[config.mk]
export PLATFORM = sky130hd
export DESIGN_NAME = ctx_tlb
export DESIGN_NICKNAME = d
export VERILOG_FILES = /design/src/rtl/ctx_tlb_pkg.sv /design/src/rtl/tlb_cam.sv /design/src/rtl/tlb_onehot_enc.sv /design/src/rtl/tlb_victim.sv /design/src/rtl/ctx_tlb.sv
export SDC_FILE = /design/constraint.sdc
export NUM_CORES = 2
export LEC_CHECK = 0
export ABC_CLOCK_PERIOD_IN_PS = 3360
export CORE_MARGIN = 5
export CORE_UTILIZATION = 54
export CTS_CLUSTER_DIAMETER = 40
export DETAILED_ROUTE_END_ITERATION = 8
export GPL_ROUTABILITY_DRIVEN = 0
export PLACE_DENSITY = 0.88
export SYNTH_ARGS = -nofsm -noshare
export SYNTH_HDL_FRONTEND = slang
export SYNTH_HIERARCHICAL = 1
export SYNTH_SLANG_ARGS = --single-unit
[constraint.sdc]
create_clock -name clk -period 3.36 [get_ports clk]
set_clock_uncertainty 0.2 [all_clocks]
set_input_delay 0.504 -clock clk [delete_from_list [all_inputs] [get_ports clk]]
set_output_delay 0.504 -clock clk [all_outputs]
set_load 0.02 [all_outputs]
[src/rtl/ctx_tlb_pkg.sv]
package ctx_tlb_pkg;

    localparam int OFF_W = 12;

    typedef struct packed {
        logic usr;
        logic wr;
    } perm_t;

    typedef enum logic [1:0] {
        RES_NONE  = 2'd0,
        RES_HIT   = 2'd1,
        RES_MISS  = 2'd2,
        RES_PERM  = 2'd3
    } lk_res_e;

    function automatic logic perm_allows(perm_t p, logic is_wr, logic is_usr);
        return !(is_wr && !p.wr) && !(is_usr && !p.usr);
    endfunction

endpackage

[src/rtl/tlb_cam.sv]
module tlb_cam #(
    parameter int ENTRIES = 8,
    parameter int VPN_W   = 20,
    parameter int CTX_W   = 4
) (
    input  logic [ENTRIES-1:0]            valid,
    input  logic [ENTRIES-1:0][VPN_W-1:0] ent_vpn,
    input  logic [ENTRIES-1:0][CTX_W-1:0] ent_ctx,
    input  logic [VPN_W-1:0]              key_vpn,
    input  logic [CTX_W-1:0]              key_ctx,
    input  logic [VPN_W-1:0]              kill_vpn,
    output logic [ENTRIES-1:0]            lk_match,
    output logic [ENTRIES-1:0]            kill_match
);
    for (genvar g = 0; g < ENTRIES; g++) begin : g_cmp
        assign lk_match[g]   = valid[g] && (ent_vpn[g] == key_vpn) && (ent_ctx[g] == key_ctx);
        assign kill_match[g] = valid[g] && (ent_vpn[g] == kill_vpn);
    end
endmodule

[src/rtl/tlb_onehot_enc.sv]
module tlb_onehot_enc #(
    parameter int N     = 8,
    parameter int IDX_W = 3
) (
    input  logic [N-1:0]     vec,
    output logic [IDX_W-1:0] idx
);
    always_comb begin
        idx = '0;
        for (int i = 0; i < N; i++) begin
            if (vec[i]) idx = idx | IDX_W'(i);
        end
    end
endmodule

[src/rtl/tlb_victim.sv]
module tlb_victim #(
    parameter int ENTRIES = 8,
    parameter int IDX_W   = 3
) (
    input  logic               clk,
    input  logic               rst,
    input  logic [ENTRIES-1:0] valid,
    input  logic               advance,
    output logic [IDX_W-1:0]   slot,
    output logic               full
);
    logic [IDX_W-1:0] rr_q;
    logic [IDX_W-1:0] free_idx;

    always_comb begin
        free_idx = '0;
        for (int i = ENTRIES - 1; i >= 0; i--) begin
            if (!valid[i]) free_idx = IDX_W'(i);
        end
    end

    assign full = &valid;
    assign slot = full ? rr_q : free_idx;

    always_ff @(posedge clk) begin
        if (rst) begin
            rr_q <= '0;
        end else if (advance) begin
            rr_q <= (rr_q == IDX_W'(ENTRIES - 1)) ? '0 : rr_q + 1'b1;
        end
    end
endmodule

[src/rtl/ctx_tlb.sv]
module ctx_tlb
    import ctx_tlb_pkg::*;
#(
    parameter int ENTRIES = 8,
    parameter int VA_W    = 32,
    parameter int PA_W    = 32,
    parameter int CTX_W   = 4
) (
    input  logic                  clk,
    input  logic                  rst,
    input  logic                  lk_valid,
    input  logic [VA_W-1:0]       lk_vaddr,
    input  logic [CTX_W-1:0]      lk_ctx,
    input  logic                  lk_write,
    input  logic                  lk_user,
    output logic                  lk_hit,
    output logic                  lk_miss,
    output logic                  lk_perm_fault,
    output logic [PA_W-1:0]       lk_paddr,
    output logic                  rf_req,
    output logic [VA_W-OFF_W-1:0] rf_vpn,
    output logic [CTX_W-1:0]      rf_ctx,
    input  logic                  rf_rsp_valid,
    input  logic                  rf_rsp_mapped,
    input  logic [PA_W-OFF_W-1:0] rf_rsp_pfn,
    input  logic [1:0]            rf_rsp_perm,
    output logic                  page_fault,
    input  logic                  flush_all,
    input  logic                  inv_valid,
    input  logic [VA_W-OFF_W-1:0] inv_vpn,
    output logic                  wb_valid,
    output logic [VA_W-OFF_W-1:0] wb_vpn,
    output logic [CTX_W-1:0]      wb_ctx,
    output logic                  wb_modified
);
    localparam int VPN_W = VA_W - OFF_W;
    localparam int PFN_W = PA_W - OFF_W;
    localparam int IDX_W = (ENTRIES > 1) ? $clog2(ENTRIES) : 1;

    // entry storage
    logic [ENTRIES-1:0]            valid_q;
    logic [ENTRIES-1:0]            mod_q;
    logic [ENTRIES-1:0][VPN_W-1:0] vpn_q;
    logic [ENTRIES-1:0][CTX_W-1:0] ctx_q;
    logic [ENTRIES-1:0][PFN_W-1:0] pfn_q;
    perm_t [ENTRIES-1:0]           perm_q;

    // pending refill
    logic             pend_q;
    logic [VPN_W-1:0] pend_vpn_q;
    logic [CTX_W-1:0] pend_ctx_q;

    logic [VPN_W-1:0]   key_vpn;
    logic [ENTRIES-1:0] hit_vec;
    logic [ENTRIES-1:0] kill_vec;
    logic [IDX_W-1:0]   hit_idx;
    logic [IDX_W-1:0]   fill_idx;
    logic               full;
    logic               install;
    logic               evict;
    logic               accept_rsp;
    lk_res_e            res;
    perm_t              hit_perm;

    assign key_vpn = lk_vaddr[VA_W-1:OFF_W];

    tlb_cam #(.ENTRIES(ENTRIES), .VPN_W(VPN_W), .CTX_W(CTX_W)) u_cam (
        .valid      (valid_q),
        .ent_vpn    (vpn_q),
        .ent_ctx    (ctx_q),
        .key_vpn    (key_vpn),
        .key_ctx    (lk_ctx),
        .kill_vpn   (inv_vpn),
        .lk_match   (hit_vec),
        .kill_match (kill_vec)
    );

    tlb_onehot_enc #(.N(ENTRIES), .IDX_W(IDX_W)) u_enc (
        .vec (hit_vec),
        .idx (hit_idx)
    );

    tlb_victim #(.ENTRIES(ENTRIES), .IDX_W(IDX_W)) u_vic (
        .clk     (clk),
        .rst     (rst),
        .valid   (valid_q),
        .advance (evict),
        .slot    (fill_idx),
        .full    (full)
    );

    assign hit_perm = perm_q[hit_idx];

    always_comb begin
        res = RES_NONE;
        if (lk_valid) begin
            if (!(|hit_vec))                              res = RES_MISS;
            else if (perm_allows(hit_perm, lk_write, lk_user)) res = RES_HIT;
            else                                          res = RES_PERM;
        end
    end

    assign lk_hit        = (res == RES_HIT);
    assign lk_miss       = (res == RES_MISS);
    assign lk_perm_fault = (res == RES_PERM);
    assign lk_paddr      = lk_hit ? {pfn_q[hit_idx], lk_vaddr[OFF_W-1:0]} : '0;

    assign accept_rsp = rf_rsp_valid && pend_q;
    assign install    = accept_rsp && rf_rsp_mapped;
    assign evict      = install && full;
    assign page_fault = accept_rsp && !rf_rsp_mapped;

    assign rf_req = pend_q;
    assign rf_vpn = pend_vpn_q;
    assign rf_ctx = pend_ctx_q;

    assign wb_valid    = evict;
    assign wb_vpn      = evict ? vpn_q[fill_idx] : '0;
    assign wb_ctx      = evict ? ctx_q[fill_idx] : '0;
    assign wb_modified = evict && mod_q[fill_idx];

    // refill tracking
    always_ff @(posedge clk) begin
        if (rst) begin
            pend_q     <= 1'b0;
            pend_vpn_q <= '0;
            pend_ctx_q <= '0;
        end else if (accept_rsp) begin
            pend_q <= 1'b0;
        end else if (lk_miss && !pend_q) begin
            pend_q     <= 1'b1;
            pend_vpn_q <= key_vpn;
            pend_ctx_q <= lk_ctx;
        end
    end

    // entry update: invalidation first, then write-hit marking, then install
    always_ff @(posedge clk) begin
        if (rst) begin
            valid_q <= '0;
            mod_q   <= '0;
            vpn_q   <= '0;
            ctx_q   <= '0;
            pfn_q   <= '0;
            perm_q  <= '0;
        end else begin
            for (int i = 0; i < ENTRIES; i++) begin
                if (flush_all || (inv_valid && kill_vec[i])) valid_q[i] <= 1'b0;
                if (lk_hit && lk_write && hit_vec[i])        mod_q[i]   <= 1'b1;
                if (install && (fill_idx == IDX_W'(i))) begin
                    valid_q[i] <= 1'b1;
                    mod_q[i]   <= 1'b0;
                    vpn_q[i]   <= pend_vpn_q;
                    ctx_q[i]   <= pend_ctx_q;
                    pfn_q[i]   <= rf_rsp_pfn;
                    perm_q[i]  <= perm_t'(rf_rsp_perm);
                end
            end
        end
    end
endmodule

==> results of run 1 <==
## Yosys cell counts (2+ instances only)
library cell	number	share of area (%)
nand2_1	763	13
dfxtp_1	412	37
a21oi_1	377	8.5
xor2_1	184	7.3
xnor2_1	168	6.6
clkbuf_1	141	2.4
mux4_2	91	9.2
buf_2	83	1.9
mux2i_1	80	3.6
nor2_1	60	1.0
nand4_1	44	1.2
nor4_1	44	1.2
nand3_1	35	0.79
nor4_2	35	2.0
buf_6	27	1.4
nor3_1	21	0.47
nand3b_1	17	0.57
buf_1	10	0.17
o31ai_1	8	0.27
or4_1	5	0.17
inv_1	4	0.068
ha_1	2	0.11
nand2b_1	2	0.056
nand4b_1	2	0.079
nor3_2	2	0.090
or2_1	2	0.056
or2_2	2	0.056
or3_1	2	0.056
## routing by layer
layer  overflow  track usage [%]
met4         44             64.8
met2         32             81.2
met3          2             61.7
met5          0             42.9
met1          1             69.9
## logic make-up after synthesis
family | synth area share, %
flops | 37.1
mux | 12.8
buf+inv | 5.88
fa+ha+maj | 0.113
compound gates | 9.14
simple gates | 21.0
xor+xnor | 13.9
## per-stage QoR
| stage | setup TNS [ns] | instance area (sq um) | utilization [%] | setup slack, ns |
|---|---|---|---|---|
| CTS | -45.70 | 30900 | 75.8 | -1.19 |
| detailed placement | -101.09 | 27100 | 66.5 | -2.15 |
| global placement | -99.04 | 27100 | 66.5 | -2.13 |
| floorplan | -10.40 | 22700 | - | -0.327 |
## timing repair
item,CTS
pin swaps,71
gates cloned,9
setup buffers,86
setup endpoints to repair,94
hold buffers,0
gates resized for setup,573
==> metrics.md, run 1 <==
| Metric | Value |
|---|---|
| Area of the mapped netlist | `roughly 22000 sq um` |
| Dpl cells | `3472` |
| Outcome | `did not finish` |
| #FFs+latches synth | `~400` |
| Initial Util | `54.5%` |
| Synth warnings | `6` |
| Die width | `213 um` |
| Dpl hpwl | `62800 um` |
| Gr usage total | `69.9%` |
| Pin count of the biggest net entering global routing | `152` |
| Tool error message | `[ERROR GRT-0116] Global routing finished with congestion. Check the congestion regions in the DRC Viewer.` |
| PortBufs | `~170` |
| Vias in the first global route | `31600` |
| I/O pins | `~170` |
| Post-Syn Area per Cell | `8.41 sq um` |
| Halt Stage | `5_1_grt` |
| Clock Sinks | `412` |
| Clock Path Buffers | `3` |
| CTS root buffer | `clkbuf_16` |
| Post-synth EDFFs | `0` |
| Grt ovf | `79` |
| Main synth FF type | `dfxtp_1` |
| CTS Buf Count | `53` |
| Syn Nets | `2730` |
| Unique masters post-synth | `46` |
| Row count | `74` |
| Fraction of registers with async set/reset | `0%` |
| Post-Syn Instances | `2641` |
| First-pass GRT wire length | `230000 um` |
| H-Tree Depth | `2` |
| Register area share after synthesis | `between 30% and 40%` |
| Die height | `213 um` |
==> run 2, diff against run 1 <==
- ABC_CLOCK_PERIOD_IN_PS: 3360 -> 4400
- CORE_UTILIZATION: 54 -> 40
- CTS_CLUSTER_DIAMETER: 40 -> default
- PLACE_DENSITY: 0.88 -> default
- PLACE_DENSITY_LB_ADDON: default -> 0.15
- clock period: 3.36 -> 4.4 ns (I/O delays scaled with it)
==> run 2 against run 1 <==
  * The flow now finishes, with violations (negative setup slack)
  * Area after synthesis unchanged
  * Synthesized cell count unchanged
==> metrics.md, run 2 <==
| Metric | Value |
|---|---|
| Tightest Pin Transition | `1.02 ns` |
| Fraction of registers with async set/reset | `0%` |
| Die width | `between 200 and 250 um` |
| Slew HR | `between 30% and 40%` |
| Clock Sinks | `412` |
| Pin count of the biggest net entering global routing | `approximately 140` |
| Setup WS post-layout | `-0.271 ns` |
| Die height | `246 um` |
| Area of the mapped netlist | `22200 sq um` |
| Die ar. | `between 60000 and 70000 sq um` |
| Syn Nets | `2730` |
| Max-cap violations | `0` |
| Fin nets | `~3100` |
| Vias/cell | `5.75` |
| First-pass GRT wire length | `140000 um` |
| Req. time, crit path | `3.54 ns` |
| Final period util | `106%` |
| CTS Buf Count | `between 40 and 50` |
| CTS tree | `done` |
| Sequential Power Share | `43.7%` |
| Met3 usage | `under 10%` |
| Commonest cells post-synth | `763 x nand2_1, 412 x dfxtp_1, 377 x a21oi_1` |
| Unique masters post-synth | `46` |
| Dpl cells | `between 3000 and 4000` |
| Met1 usage | `39.6%` |
| Max-slew violation count | `0` |
| Gr usage total | `just over 30%` |
| Core area | `55100 sq um` |
| Sw power | `2.32 mW` |
| CTS Hold Bufs | `0` |
| Vias in the first global route | `21200` |
| CTS root buffer | `clkbuf_16` |
| Type of the most critical hold path | `reg2reg` |
| Clock-pin slew on the worst setup and hold paths | `0.06 ns` |
| Synth warnings | `6` |
| Int Power | `between 6 and 7 mW` |
| Fmax | `about 0.21 GHz` |
| Synth top area share | `37.1%` |
| Clock power frac | `45.5%` |
| DR pass1 iterations | `8` |
| Detail Route Antenna Nets | `0` |
| Layout Cells excl Fill | `roughly 3800` |
| I/O pins | `roughly 170` |
| Critical path arrival | `3.81 ns` |
| Pwr/cell area | `between 200 and 300 nW/um^2` |
| #FFs+latches synth | `a little over 400` |
| Leakage power | `roughly 11 nW` |
| Final hold violation count | `0` |
| WS Path Type | `in2out` |
| Register area share after synthesis | `37.1%` |
| Failing checks | `negative setup slack` |
| CP endpoint kind | `output pin` |
| Post-synth EDFFs | `0` |
| Synth area leaders | `dfxtp_1 37%, nand2_1 13%, mux4_2 9.2%` |
| Antenna violations before repair | `2` |
| Worst-case vdd ir drop | `0.000280 V` |
| Synth area leader | `dfxtp_1` |
| DRC errors left | `0` |
| Startpoint types | `primary input` |
| Most common cell after layout, fill and taps aside | `nand2_1` |
| H-Tree Depth | `2` |
| Routed vias | `21700` |
| Final Util | `a little under three fifths` |
| Grt ovf | `0` |
| Post-Route WL | `97800 um` |
| Detailed Route Iter0 Violations | `2568` |
| Main synth FF type | `dfxtp_1` |
| Outcome | `complete, but fails checks` |
| Crit path max fanout | `8` |
| Clock Path Buffers | `3` |
| Gate power share | `approximately 11%` |
| Most common cell in the netlist | `nand2_1` |
| Detailed-route wire length per cell | `25.9 um` |
| Leading registers by flop count | `pfn_q: 160 flops, vpn_q: 160 flops, ctx_q: 32 flops` |
| Sw Ratio | `26.6%` |
| Dpl hpwl | `65900 um` |
| GR Util met2 | `50.1%` |
| P&R area growth vs syn | `37.6%` |
| TNS Setup | `-6.90 ns` |
| Row count | `86` |
| GRT Max-Usage Layer | `met2` |
| RSZ-0062 raised after global routing | `yes` |
| Share of cells above drive strength 1 | `26.7%` |
| Setup violations, final | `34` |
| Reg2reg setup slack | `0.61 ns` |
| Post-Syn Area per Cell | `8.41 sq um` |
| Clock insertion delay at the later pin of the skew report | `0.62 ns` |
| Initial Util | `about two fifths` |
| Post-Syn Instances | `2641` |
| Final min period | `4.67 ns` |
| PortBufs | `173` |
| Commonest non-fill, non-tap cells in the layout | `763 x nand2_1, 398 x dfxtp_1, 377 x a21oi_1` |
==> run 2: cell counts after synthesis <==
No cell type changed its count.
==> run 2: worst paths after layout <==
| check | from | endpoint | cells after the start |
|---|---|---|---|
| max | lk_vaddr[16] | lk_paddr[18] | 15 |
| min | pfn_q[146] | pfn_q[146] | 2 |
| max reg2reg | valid_q[3] | mod_q[3] | 9 |
| min reg2reg | pfn_q[146] | pfn_q[146] | 2 |
==> run 2: final cells by class <==
cell class                 count  area, sq um
sequential                   412         8270
tap                          748          936
inverter                       4         15.0
clock inverter                19          204
multi-input combinational   1963        14300
clock buffer                  65         1330
timing repair buffer         565         5480
antenna                        2         5.00
fill                        4897        24500
==> run 2: layer usage <==
layer / wire length [um] / up-vias
li1: - / 9542
met5: 0 / -
met2: 44700 / 1233
met4: 6510 / 0
met1: 37600 / 10600
met3: 9040 / 342
==> run 2: repair_timing <==
action | CTS | global route
resized for setup | 410 | 159
pin swaps | 40 | 47
setup endpoints to repair | 54 | 42
buffers inserted | 39 | 21
gates cloned | 6 | 4
==> run 2: cells by family (layout without fill, tap and decap cells) <==
| kind of cell | after synthesis | count (layout) | synth area share, % |
|---|---|---|---|
| other | 0 | 2 | 0 |
| buffers and inverters | 266 | 653 | 5.88 |
| XOR/XNOR | 352 | 352 | 13.9 |
| adder cells (fa/ha/maj) | 2 | 2 | 0.113 |
| multiplexers | 171 | 171 | 12.8 |
| flip-flops | 412 | 412 | 37.1 |
| AO/OA/AOI/OAI | 396 | 396 | 9.14 |
| AND/OR/NAND/NOR | 1042 | 1042 | 21.0 |
==> run 2: through the flow <==
step | area (sq um) | hold slack, ns | setup slack (ns) | power (mW)
global route | 30600 | 0.263 | -0.321 | 8.93
CTS | 29600 | 0.252 | -0.257 | 8.68
floorplan | 22200 | 0.233 | 0.0479 | 4.28
global placement | 26600 | 0.238 | -1.38 | 4.67
detailed placement | 26600 | 0.244 | -1.35 | 4.67
finish | 30600 | 0.252 | -0.271 | 8.72
==> run 2: worst max-delay path, cell delays in order <==
cell and delay, ns:
dlygate4sd2_1 0.24, buf_12 0.16, xor2_1 0.38, nor4_4 0.11, nand3_1 0.18, nor4_4 0.06
or4_4 0.54, buf_12 0.18, buf_12 0.13, buf_12 0.12, buf_16 0.13, mux4_2 0.36
mux2i_4 0.08, nor4_4 0.27, buf_4 0.19
==> run 2: power groups by stage <==
stage,registers (mW),clock network (mW),logic [mW]
floorplan,3.86,0,0.420
global placement,3.89,0,0.773
detailed placement,3.89,0,0.773
CTS,3.81,4.01,0.858
global route,3.81,4.16,0.965
finish,3.81,3.97,0.941
Note: power is estimated with default switching activity, not from simulation.
